==> src/rtl/spx_pkg.sv <==
package spx_pkg;

  typedef enum logic [3:0] {
    K_NONE, K_BIN, K_UNARY, K_DUP, K_DROP, K_SWAP, K_LIT, K_SKIP, K_BAD
  } op_kind_t;

  typedef enum logic [2:0] {
    A_ADD, A_SUB, A_INC, A_DEC, A_AND, A_OR, A_NE, A_EQ
  } alu_sel_t;

  typedef struct packed {
    op_kind_t  kind;
    alu_sel_t  alu;
    logic [1:0] need;   // cells required
    logic       grows;  // net push of one cell
    logic [2:0] lit;
  } op_dec_t;

endpackage

==> src/rtl/spx_decode.sv <==
module spx_decode
  import spx_pkg::*;
(
  input  logic [4:0] code,
  output op_dec_t    dec
);
  always_comb begin
    dec = '{kind: K_BAD, alu: A_ADD, need: 2'd0, grows: 1'b0, lit: 3'd0};
    if (code[4:3] == 2'b11) begin
      dec.kind  = K_LIT;
      dec.grows = 1'b1;
      dec.lit   = code[2:0];
    end else begin
      case (code)
        5'd0:  begin dec.kind = K_BIN;   dec.alu = A_ADD; dec.need = 2'd2; end
        5'd1:  begin dec.kind = K_BIN;   dec.alu = A_SUB; dec.need = 2'd2; end
        5'd2:  begin dec.kind = K_UNARY; dec.alu = A_INC; dec.need = 2'd1; end
        5'd3:  begin dec.kind = K_UNARY; dec.alu = A_DEC; dec.need = 2'd1; end
        5'd4:  begin dec.kind = K_BIN;   dec.alu = A_AND; dec.need = 2'd2; end
        5'd5:  begin dec.kind = K_BIN;   dec.alu = A_OR;  dec.need = 2'd2; end
        5'd7:  begin dec.kind = K_DUP;   dec.need = 2'd1; dec.grows = 1'b1; end
        5'd8:  begin dec.kind = K_DROP;  dec.need = 2'd1; end
        5'd9:  begin dec.kind = K_SWAP;  dec.need = 2'd2; end
        5'd17: begin dec.kind = K_SKIP; end
        5'd18: begin dec.kind = K_BIN;   dec.alu = A_NE;  dec.need = 2'd2; end
        5'd19: begin dec.kind = K_BIN;   dec.alu = A_EQ;  dec.need = 2'd2; end
        default: dec.kind = K_BAD;
      endcase
    end
  end
endmodule

==> src/rtl/spx_alu.sv <==
module spx_alu
  import spx_pkg::*;
#(
  parameter int W = 32
) (
  input  alu_sel_t     sel,
  input  logic [W-1:0] under,  // cell beneath top
  input  logic [W-1:0] top,
  output logic [W-1:0] res
);
  always_comb begin
    case (sel)
      A_ADD:   res = under + top;
      A_SUB:   res = under - top;
      A_INC:   res = top + W'(1);
      A_DEC:   res = top - W'(1);
      A_AND:   res = under & top;
      A_OR:    res = under | top;
      A_NE:    res = (under != top) ? '1 : '0;
      default: res = (under == top) ? '1 : '0;
    endcase
  end
endmodule

==> src/rtl/spx_spill.sv <==
module spx_spill #(
  parameter int W  = 32,
  parameter int N  = 14,
  parameter int AW = 4
) (
  input  logic          clk,
  input  logic          we,
  input  logic [AW-1:0] waddr,
  input  logic [W-1:0]  wdata,
  input  logic [AW-1:0] raddr,
  output logic [W-1:0]  rdata
);
  // Distributed-RAM style: synchronous write, asynchronous read, no reset.
  logic [W-1:0] mem [N];

  always_ff @(posedge clk) begin
    if (we) mem[waddr] <= wdata;
  end

  assign rdata = mem[raddr];
endmodule

==> src/rtl/stack_prim_exec.sv <==
module stack_prim_exec
  import spx_pkg::*;
#(
  parameter int W     = 32,
  parameter int DEPTH = 16
) (
  input  logic         clk,
  input  logic         rst,
  input  logic         op_valid,
  input  logic [4:0]   op_code,
  output logic [W-1:0] tos,
  output logic         skip_req,
  output logic         unsup,
  output logic         ovf,
  output logic         unf
);
  localparam int SPILL = DEPTH - 2;
  localparam int AW    = (SPILL > 1) ? $clog2(SPILL) : 1;
  localparam int CW    = $clog2(DEPTH + 1);

  op_dec_t       dec;
  logic [W-1:0]  nos, alu_res, sp_rd;
  logic [CW-1:0] cnt;

  logic [W-1:0]  n_tos, n_nos;
  logic [CW-1:0] n_cnt;
  logic          sp_we, n_skip, n_unsup, set_ovf, set_unf;
  logic          deep2, deep3;

  spx_decode u_dec (.code(op_code), .dec(dec));

  spx_alu #(.W(W)) u_alu (.sel(dec.alu), .under(nos), .top(tos), .res(alu_res));

  spx_spill #(.W(W), .N(SPILL), .AW(AW)) u_spill (
    .clk   (clk),
    .we    (sp_we),
    .waddr (AW'(cnt - CW'(2))),
    .wdata (nos),
    .raddr (AW'(cnt - CW'(3))),
    .rdata (sp_rd)
  );

  assign deep2 = (cnt >= CW'(2));
  assign deep3 = (cnt >= CW'(3));

  always_comb begin
    n_tos   = tos;
    n_nos   = nos;
    n_cnt   = cnt;
    sp_we   = 1'b0;
    n_skip  = 1'b0;
    n_unsup = 1'b0;
    set_ovf = 1'b0;
    set_unf = 1'b0;
    if (op_valid) begin
      if (cnt < CW'(dec.need)) begin
        set_unf = 1'b1;
      end else if (dec.grows && cnt == CW'(DEPTH)) begin
        set_ovf = 1'b1;
      end else begin
        case (dec.kind)
          K_BIN: begin
            n_tos = alu_res;
            n_nos = deep3 ? sp_rd : '0;
            n_cnt = cnt - CW'(1);
          end
          K_UNARY: n_tos = alu_res;
          K_DUP: begin
            n_nos = tos;
            sp_we = deep2;
            n_cnt = cnt + CW'(1);
          end
          K_LIT: begin
            n_tos = W'(dec.lit);
            n_nos = tos;
            sp_we = deep2;
            n_cnt = cnt + CW'(1);
          end
          K_DROP: begin
            n_tos = nos;
            n_nos = deep3 ? sp_rd : '0;
            n_cnt = cnt - CW'(1);
          end
          K_SWAP: begin
            n_tos = nos;
            n_nos = tos;
          end
          K_SKIP:  n_skip  = 1'b1;
          K_BAD:   n_unsup = 1'b1;
          default: ;
        endcase
      end
    end
  end

  always_ff @(posedge clk) begin
    if (rst) begin
      tos      <= '0;
      nos      <= '0;
      cnt      <= '0;
      skip_req <= 1'b0;
      unsup    <= 1'b0;
      ovf      <= 1'b0;
      unf      <= 1'b0;
    end else begin
      tos      <= n_tos;
      nos      <= n_nos;
      cnt      <= n_cnt;
      skip_req <= n_skip;
      unsup    <= n_unsup;
      ovf      <= ovf | set_ovf;
      unf      <= unf | set_unf;
    end
  end

  AST_UNF_STICKY: assert property (@(posedge clk) disable iff (rst)
    unf |=> unf);
  AST_OVF_STICKY: assert property (@(posedge clk) disable iff (rst)
    ovf |=> ovf);
  AST_FAULT_KEEPS_TOS: assert property (@(posedge clk) disable iff (rst)
    ($rose(unf) || $rose(ovf)) |-> $stable(tos));
  AST_DEPTH_BOUND: assert property (@(posedge clk) disable iff (rst)
    cnt <= CW'(DEPTH));
  AST_SKIP_SOURCE: assert property (@(posedge clk) disable iff (rst)
    skip_req |-> ($past(op_valid) && $past(op_code) == 5'd17));
  AST_SKIP_KEEPS_TOS: assert property (@(posedge clk) disable iff (rst)
    skip_req |-> $stable(tos));
  AST_UNSUP_KEEPS_TOS: assert property (@(posedge clk) disable iff (rst)
    unsup |-> $stable(tos));
  AST_IDLE_HOLDS: assert property (@(posedge clk) disable iff (rst)
    !op_valid |=> ($stable(tos) && !skip_req && !unsup));
  AST_PULSE_EXCL: assert property (@(posedge clk) disable iff (rst)
    !(skip_req && unsup));
endmodule

==> config.mk <==
export PLATFORM = sky130hd
export DESIGN_NAME = stack_prim_exec
export DESIGN_NICKNAME = d
export VERILOG_FILES = /design/src/rtl/spx_pkg.sv /design/src/rtl/spx_decode.sv /design/src/rtl/spx_alu.sv /design/src/rtl/spx_spill.sv /design/src/rtl/stack_prim_exec.sv
export SDC_FILE = /design/constraint.sdc
export NUM_CORES = 1
export LEC_CHECK = 0
export BUFFER_PORTS_ARGS = -buffer_cell sky130_fd_sc_hd__buf_4
export CAP_MARGIN = 10
export CORE_AREA = 2 2 234 236
export DETAILED_ROUTE_END_ITERATION = 10
export DIE_AREA = 0 0 236 238
export PLACE_DENSITY = 0.65
export SLEW_MARGIN = 15
export SYNTH_ARGS = -nofsm -noshare
export SYNTH_HDL_FRONTEND = slang
export SYNTH_SLANG_ARGS = --single-unit
==> constraint.sdc <==
create_clock -name clk -period 11.4 [get_ports clk]
set_input_delay 2.28 -clock clk [delete_from_list [all_inputs] [get_ports clk]]
set_output_delay 2.28 -clock clk [all_outputs]
set_load 0.01 [all_outputs]
---- Word-level counts from Yosys, hierarchy flattened ----
Memories as Yosys holds them, arrays and structs flattened.
Cells that the tools add are included.
word-level totals
  input bits .............................. 8
  word-level logic and storage cells ...... 102
  memories ................................ 1
  register bits ........................... 73
  output and inout port bits .............. 36
  bits in writable memories ............... 448
memories
  memory       depth  width  rd ports  clocked after Yosys merged registers in  wr ports  line             RTL
  u_spill.mem  14     32     1         0                                        1         spx_spill.sv:14  logic [W-1:0] mem [N];
operators by class
  equality and inequality tests ........... 29
  add/subtract/negate cells ............... 8
  reduce and logical (&&, ||, !) cells .... 19
  $lt $le $gt $ge ......................... 3
  bitwise logic cells ..................... 7
  multiplexer cells ....................... 28
operator list
  operator                 count
  $pmux W32 S7             1
  $mux W32                 3
  $pmux W32 S3             1
  $pmux W32 S2             1
  $add A32 B1 Y32 const B  1
  $add A32 B32 Y32         1
  $and A32 B32 Y32         1
  $eq A32 B32 Y1           1
  $ne A32 B32 Y1           1
  $or A32 B32 Y32          1
  $sub A32 B1 Y32 const B  1
  $sub A32 B32 Y32         1
  $pmux W4 S6              1
  $pmux W3 S7              1
  $eq A5 B5 Y1 const B     4
  $eq A4 B3 Y1 const B     4
  $eq A5 B3 Y1 const B     3
  $mux W1                  15
  $reduce_and A4 Y1        3
  $eq A5 B2 Y1 const B     2
  $eq A5 B4 Y1 const B     2
  $ge A5 B2 Y1 const B     2
  $pmux W5 S2              1
  $reduce_or A2 Y1         5
  other kinds (27)         37

---- Logic depth before layout (Yosys ltp) ----
  word-level depth ........................ 12
  depth in mapped cells ................... 20
  mapped depth without buffers ............ 20

---- Modules after synthesis ----
A second synthesis with hierarchy kept.
second synthesis, totals
  cell total of the unflattened synthesis .. 2021
  area total of the unflattened synthesis .. 26741.9 µm²
by module, submodules not included
  module           seq. area each (µm²)  area an instance (µm²)  instances  cells an instance
  spx_spill        13452.9               17001.3                 1          735
  spx_alu          0.0                   5860.6                  1          854
  stack_prim_exec  1461.4                3643.5                  1          391
  spx_decode       0.0                   236.5                   1          41

---- Worst setup path after synthesis ----
OpenSTA, ideal clock, no wires.
  path kind ............................... input-to-reg
  start point ............................. in op_code[4]
  end point ............................... mem u_spill.mem[13][0], enable pin
  stages .................................. 9
  library setup time ...................... 0.461 ns
  required time ........................... 10.939 ns
  buffers on the path ..................... 1
  data arrival time ....................... 6.387 ns
  slack ................................... 4.552 ns
  cells stage by stage .................... clkbuf_1 > nor2_1 > a21oi_1 > ha_1 > o31ai_1 > a211o_1 > a311oi_1 > nand2_1 > nor3_1
between the ends
  word-level cells in the longest chain between the ends .. 12
  elaborated cells between the ends (all ways) .. 34
  classes of those cells .................. 1 x order compare; 14 x eq/ne; 12 x mux; 7 x reduce/logical
RTL lines
  what                                                                   line                   RTL
  start: declaration                                                     stack_prim_exec.sv:10  input logic [4:0] op_code,
  $eq A5 B1 Y1, or another cell as far along                             spx_decode.sv:14       case (code)
  $reduce_or A6 Y1 (no line) / $reduce_or A2 Y1 (equally long branches)  -
  $pmux W4 S6                                                            spx_decode.sv:14
  $mux W4                                                                spx_decode.sv:9        if (code[4:3] == 2'b11) begin
  $eq A4 B3 Y1 / $eq A4 B2 Y1 (equally long branches)                    stack_prim_exec.sv:61  case (dec.kind)
  $reduce_or A2 Y1 (no line)                                             -
  $mux W1                                                                stack_prim_exec.sv:61
  $mux W1                                                                stack_prim_exec.sv:58  end else if (dec.grows && cnt == CW'(DEPTH)) begin
  $mux W1 *                                                              stack_prim_exec.sv:56  if (cnt < CW'(dec.need)) begin
  $mux W1 *                                                              stack_prim_exec.sv:55  if (op_valid) begin
  $mux W1 *                                                              spx_spill.sv:17        if (we) mem[waddr] <= wdata;
  $mux W1 (not written as such) *                                        spx_spill.sv:17
  end: declaration                                                       spx_spill.sv:14
Mark *: on every way between the ends. The rest lies on a longest branch, timed or not.

---- Worst setup path in the final report ----
  start point ............................. in op_code[4]
  end point ............................... mem u_spill.mem[13][24], enable pin
Same word-level chain as after synthesis.

==> summary.txt <==
Critical path
  • Crit path arrival time: 6150 ps
  • WS Path Type: in -> reg
  • Critical R2R Launch: nos[1]
  • R2r worst-path depth: 19
  • Critical Path Slowest Stage Cell: a311oi_1
  • Slowest stage delay, CP: between 700 and 800 ps
  • CP Capture Type: register
  • Cell Chain, Critical Path: buf_4 -> nor2_1 -> a21oi_1 -> ha_1 -> o31ai_1 -> a211o_1 -> a311oi_1 -> nand2_1 -> nor3_2 -> buf_4
  • R2R setup slack: 6050 ps
  • Worst path required time: 11650 ps
  • Critical Path Fanout Max: 24
  • CP Launch Type: primary input
  • Cell repeated most along the worst path: buf_4
  • Worst flop-to-flop path endpoint: tos[29]

CTS
  • H-Tree Depth: 2
  • Post-cts sizing count: 0
  • Root Driver: clkbuf_16
  • Clock Latency Late Sink: approximately 600 ps
  • Clock slew at the register clock pins of the worst setup and hold paths: 60 ps
  • # Post-CTS Setup Buffers: 0
  • Sink Count: 521
  • Cts bufs inserted: 53
  • CTS tree: yes
  • Post-CTS Hold Fix Bufs: 0
  • Clock Path Buffers: 3

Power
  • NetSw: 1.55 mW
  • Maximum vdd drop: 0.000112 V
  • Clock power share: 32.5%
  • Leak: between 9 and 10 nW
  • Pwr Density: between 150 and 200 nW/um^2
  • Seq pwr share: 43.7%
  • Combinational share of power: between 20% and 30%
  • Pint: 3.55 mW
  • Switch share: 30.4%

Yosys
  • Synth warn: 0
  • Mapped Cells: 1971
  • Async SR Flop Fraction: 0%
  • Mapped Area: around 27000 um^2
  • Most used DFF post-synth: edfxtp_1
  • Synth Register Bits: 521
  • Distinct cells, synth: 75
  • Post-synth EDFFs: 448
  • Syn_area_per_cell: between 10 and 15 um^2
  • Seq/Total Area, Yosys: 56.3%
  • Syn Nets: approximately 2100

Drt
  • DRC: 0
  • Vias: 17254
  • Final wirelength: 70800 um
  • Drt pass-1 iters: 6
  • Via-to-Cell Ratio: 6.33
  • Post-route ant nets: 0
  • Wirelength per Cell: about 26 um
  • Drt initial violations: 1876

STA
  • Slew at the pin closest to its max-slew limit: 1150 ps
  • Max-slew violations: 0
  • Fin crit period: 5900 ps
  • Setup TNS: 0 ps
  • Normalized max-slew margin: 23.0%
  • Final hold violations: 0
  • Fin crit share: 51.8%
  • Clock Skews: 15.2 ps
  • RSZ-0062 raised after global routing: no
  • FMAX: 169 MHz
  • Setup Viol. Count Final: 0

Cells and area
  • Antenna cells: 0
  • Layout cells sized above 1: between 10% and 20%
  • Fin cells: 2727
  • Sequential cell area: 14900 um^2
  • Filler Cells Inserted: 4377
  • Fin nets: between 2000 and 2500
  • P&R area growth vs syn: 10.6%
  • Post-layout util: 54.8%
  • Multi-input gate area: approximately 11000 um^2

Global routing
  • GRT Overall Usage: 25.2%
  • Largest net degree at the start of global routing: 114
  • Initial antenna violation count: 0
  • Vias in the first global route: 16752
  • First-pass GRT wire length: 106000 um
  • Total grt overflow: 0

Floorplan
  • Io pins: 44
  • Core Area: 53500 um^2
  • Chip width: 236 um
  • # rows: 85
  • Die Ht: around 240 um
  • Initial Util: 49.6%
  • Die area: 56200 um^2

Status
  • Outcome: completed

Min path
  • Worst Hold Path Cells: 2
  • HP Start: unf
  • Worst hold path class: reg -> reg
  • Hold endpoint: unf

Placement
  • Placed cells: 2632
  • Placer congestion estimate: between 0.9 and 1
  • DP HPWL: about 47000 um
  • Number of port buffers: 43

Flow run
  • MaxCap Viol Count: 0
placed cells by master (no fill, tap or decap), drive strengths merged, types with 24 or more instances in the layout:
| master | instances |
|---|---|
| edfxtp | 448 |
| nor2 | 157 |
| ha | 137 |
| mux4 | 128 |
| inv | 109 |
| a21oi | 93 |
| o21ai | 78 |
| nand2 | 77 |
| dfxtp | 73 |
| buf | 70 |
| clkbuf | 63 |
| xnor2 | 61 |
| a211oi | 55 |
| nor3 | 48 |
| a22oi | 42 |
| a221oi | 36 |
| mux2 | 33 |
| clkinv | 24 |
final cells by class:
cell class / count / share of cell area (%)
sequential: 521 / 50.9
multi-input combinational: 1240 / 37.4
clock buffer: 63 / 4.65
tap: 696 / 2.97
timing repair buffer: 70 / 1.83
inverter: 105 / 1.34
clock inverter: 32 / 0.913
cell usage after synthesis (33+ instances only):
library cell  number  share of area (%)
edfxtp_1         448                 51
nor2_1           156                2.2
ha_1             137                6.5
mux4_2           128                 11
inv_1            105                1.5
a21oi_1           93                1.8
clkbuf_1          83                1.2
nand2_1           77                1.1
o21ai_0           76                1.4
dfxtp_1           73                5.5
xnor2_1           60                2.0
a211oi_1          55                1.6
nor3_1            48               0.91
a22oi_1           42                1.2
a221oi_1          36                1.2
mux2_2            33                1.4
critical path, delay by kind of cell:
kind | cells | cell delay (ps)
buffers and inverters | 2 | 670
AO/OA/AOI/OAI | 4 | 1400
adder cells (fa/ha/maj) | 1 | 300
AND/OR/NAND/NOR | 3 | 1460
power by group through the flow:
| stage | Sequential, mW | Combinational [mW] | Clock [mW] |
|---|---|---|---|
| floorplan | 2.22 | 0.871 | 0 |
| global placement | 2.26 | 1.19 | 0 |
| detailed placement | 2.27 | 1.19 | 0 |
| CTS | 2.23 | 1.20 | 1.69 |
| global route | 2.24 | 1.32 | 1.76 |
| finish | 2.23 | 1.21 | 1.66 |
stage by stage:
stage / hold slack, ps / total power [mW] / area [um^2] / worst slack (ps)
2_1_floorplan: 497 / 3.09 / 26500 / 4550
3_3_place_gp: 469 / 3.45 / 27700 / 5000
3_5_place_dp: 479 / 3.46 / 27700 / 4940
4_1_cts: 494 / 5.11 / 29300 / 5570
5_1_grt: 527 / 5.31 / 29300 / 5210
6_report: 490 / 5.11 / 29300 / 5500
logic make-up after synthesis:
kind of cell,Yosys count,synth area share [%]
AOI/OAI and AO/OA,456,11.7
xor gates and xnor gates,76,2.54
adders and majority gates,140,6.69
buffers and inverters,210,3.07
DFF,521,56.3
muxes,165,12.4
and+or+nand+nor,403,7.28
registers in the layout, indices dropped and copies added (netlist names):
name and flops:
u_spill.mem 448, nos 32, tos 32, cnt 5, ovf 1, skip_req 1, unf 1, unsup 1
how the worst max path moves through the flow:
stage          startpoint                   to  slack [ps]  cells after the start
5_1_grt        op_code[4]  u_spill.mem[12][23]        5210                     10
4_1_cts        op_code[4]  u_spill.mem[13][20]        5570                     10
3_5_place_dp   op_code[4]  u_spill.mem[13][22]        4940                     10
2_1_floorplan  op_code[4]   u_spill.mem[13][0]        4550                      9
3_3_place_gp   op_code[4]  u_spill.mem[12][25]        5000                     10
6_report       op_code[4]  u_spill.mem[13][24]        5500                     10
per-layer routing:
layer	vias up	wire length [um]	global-route usage, %
li1	7747	-	-
met1	8714	31000	36.4
met2	673	32600	39.7
met3	120	4920	3.63
met4	0	2250	8.09
met5	-	0	0
Power figures use the tool's default switching activity.
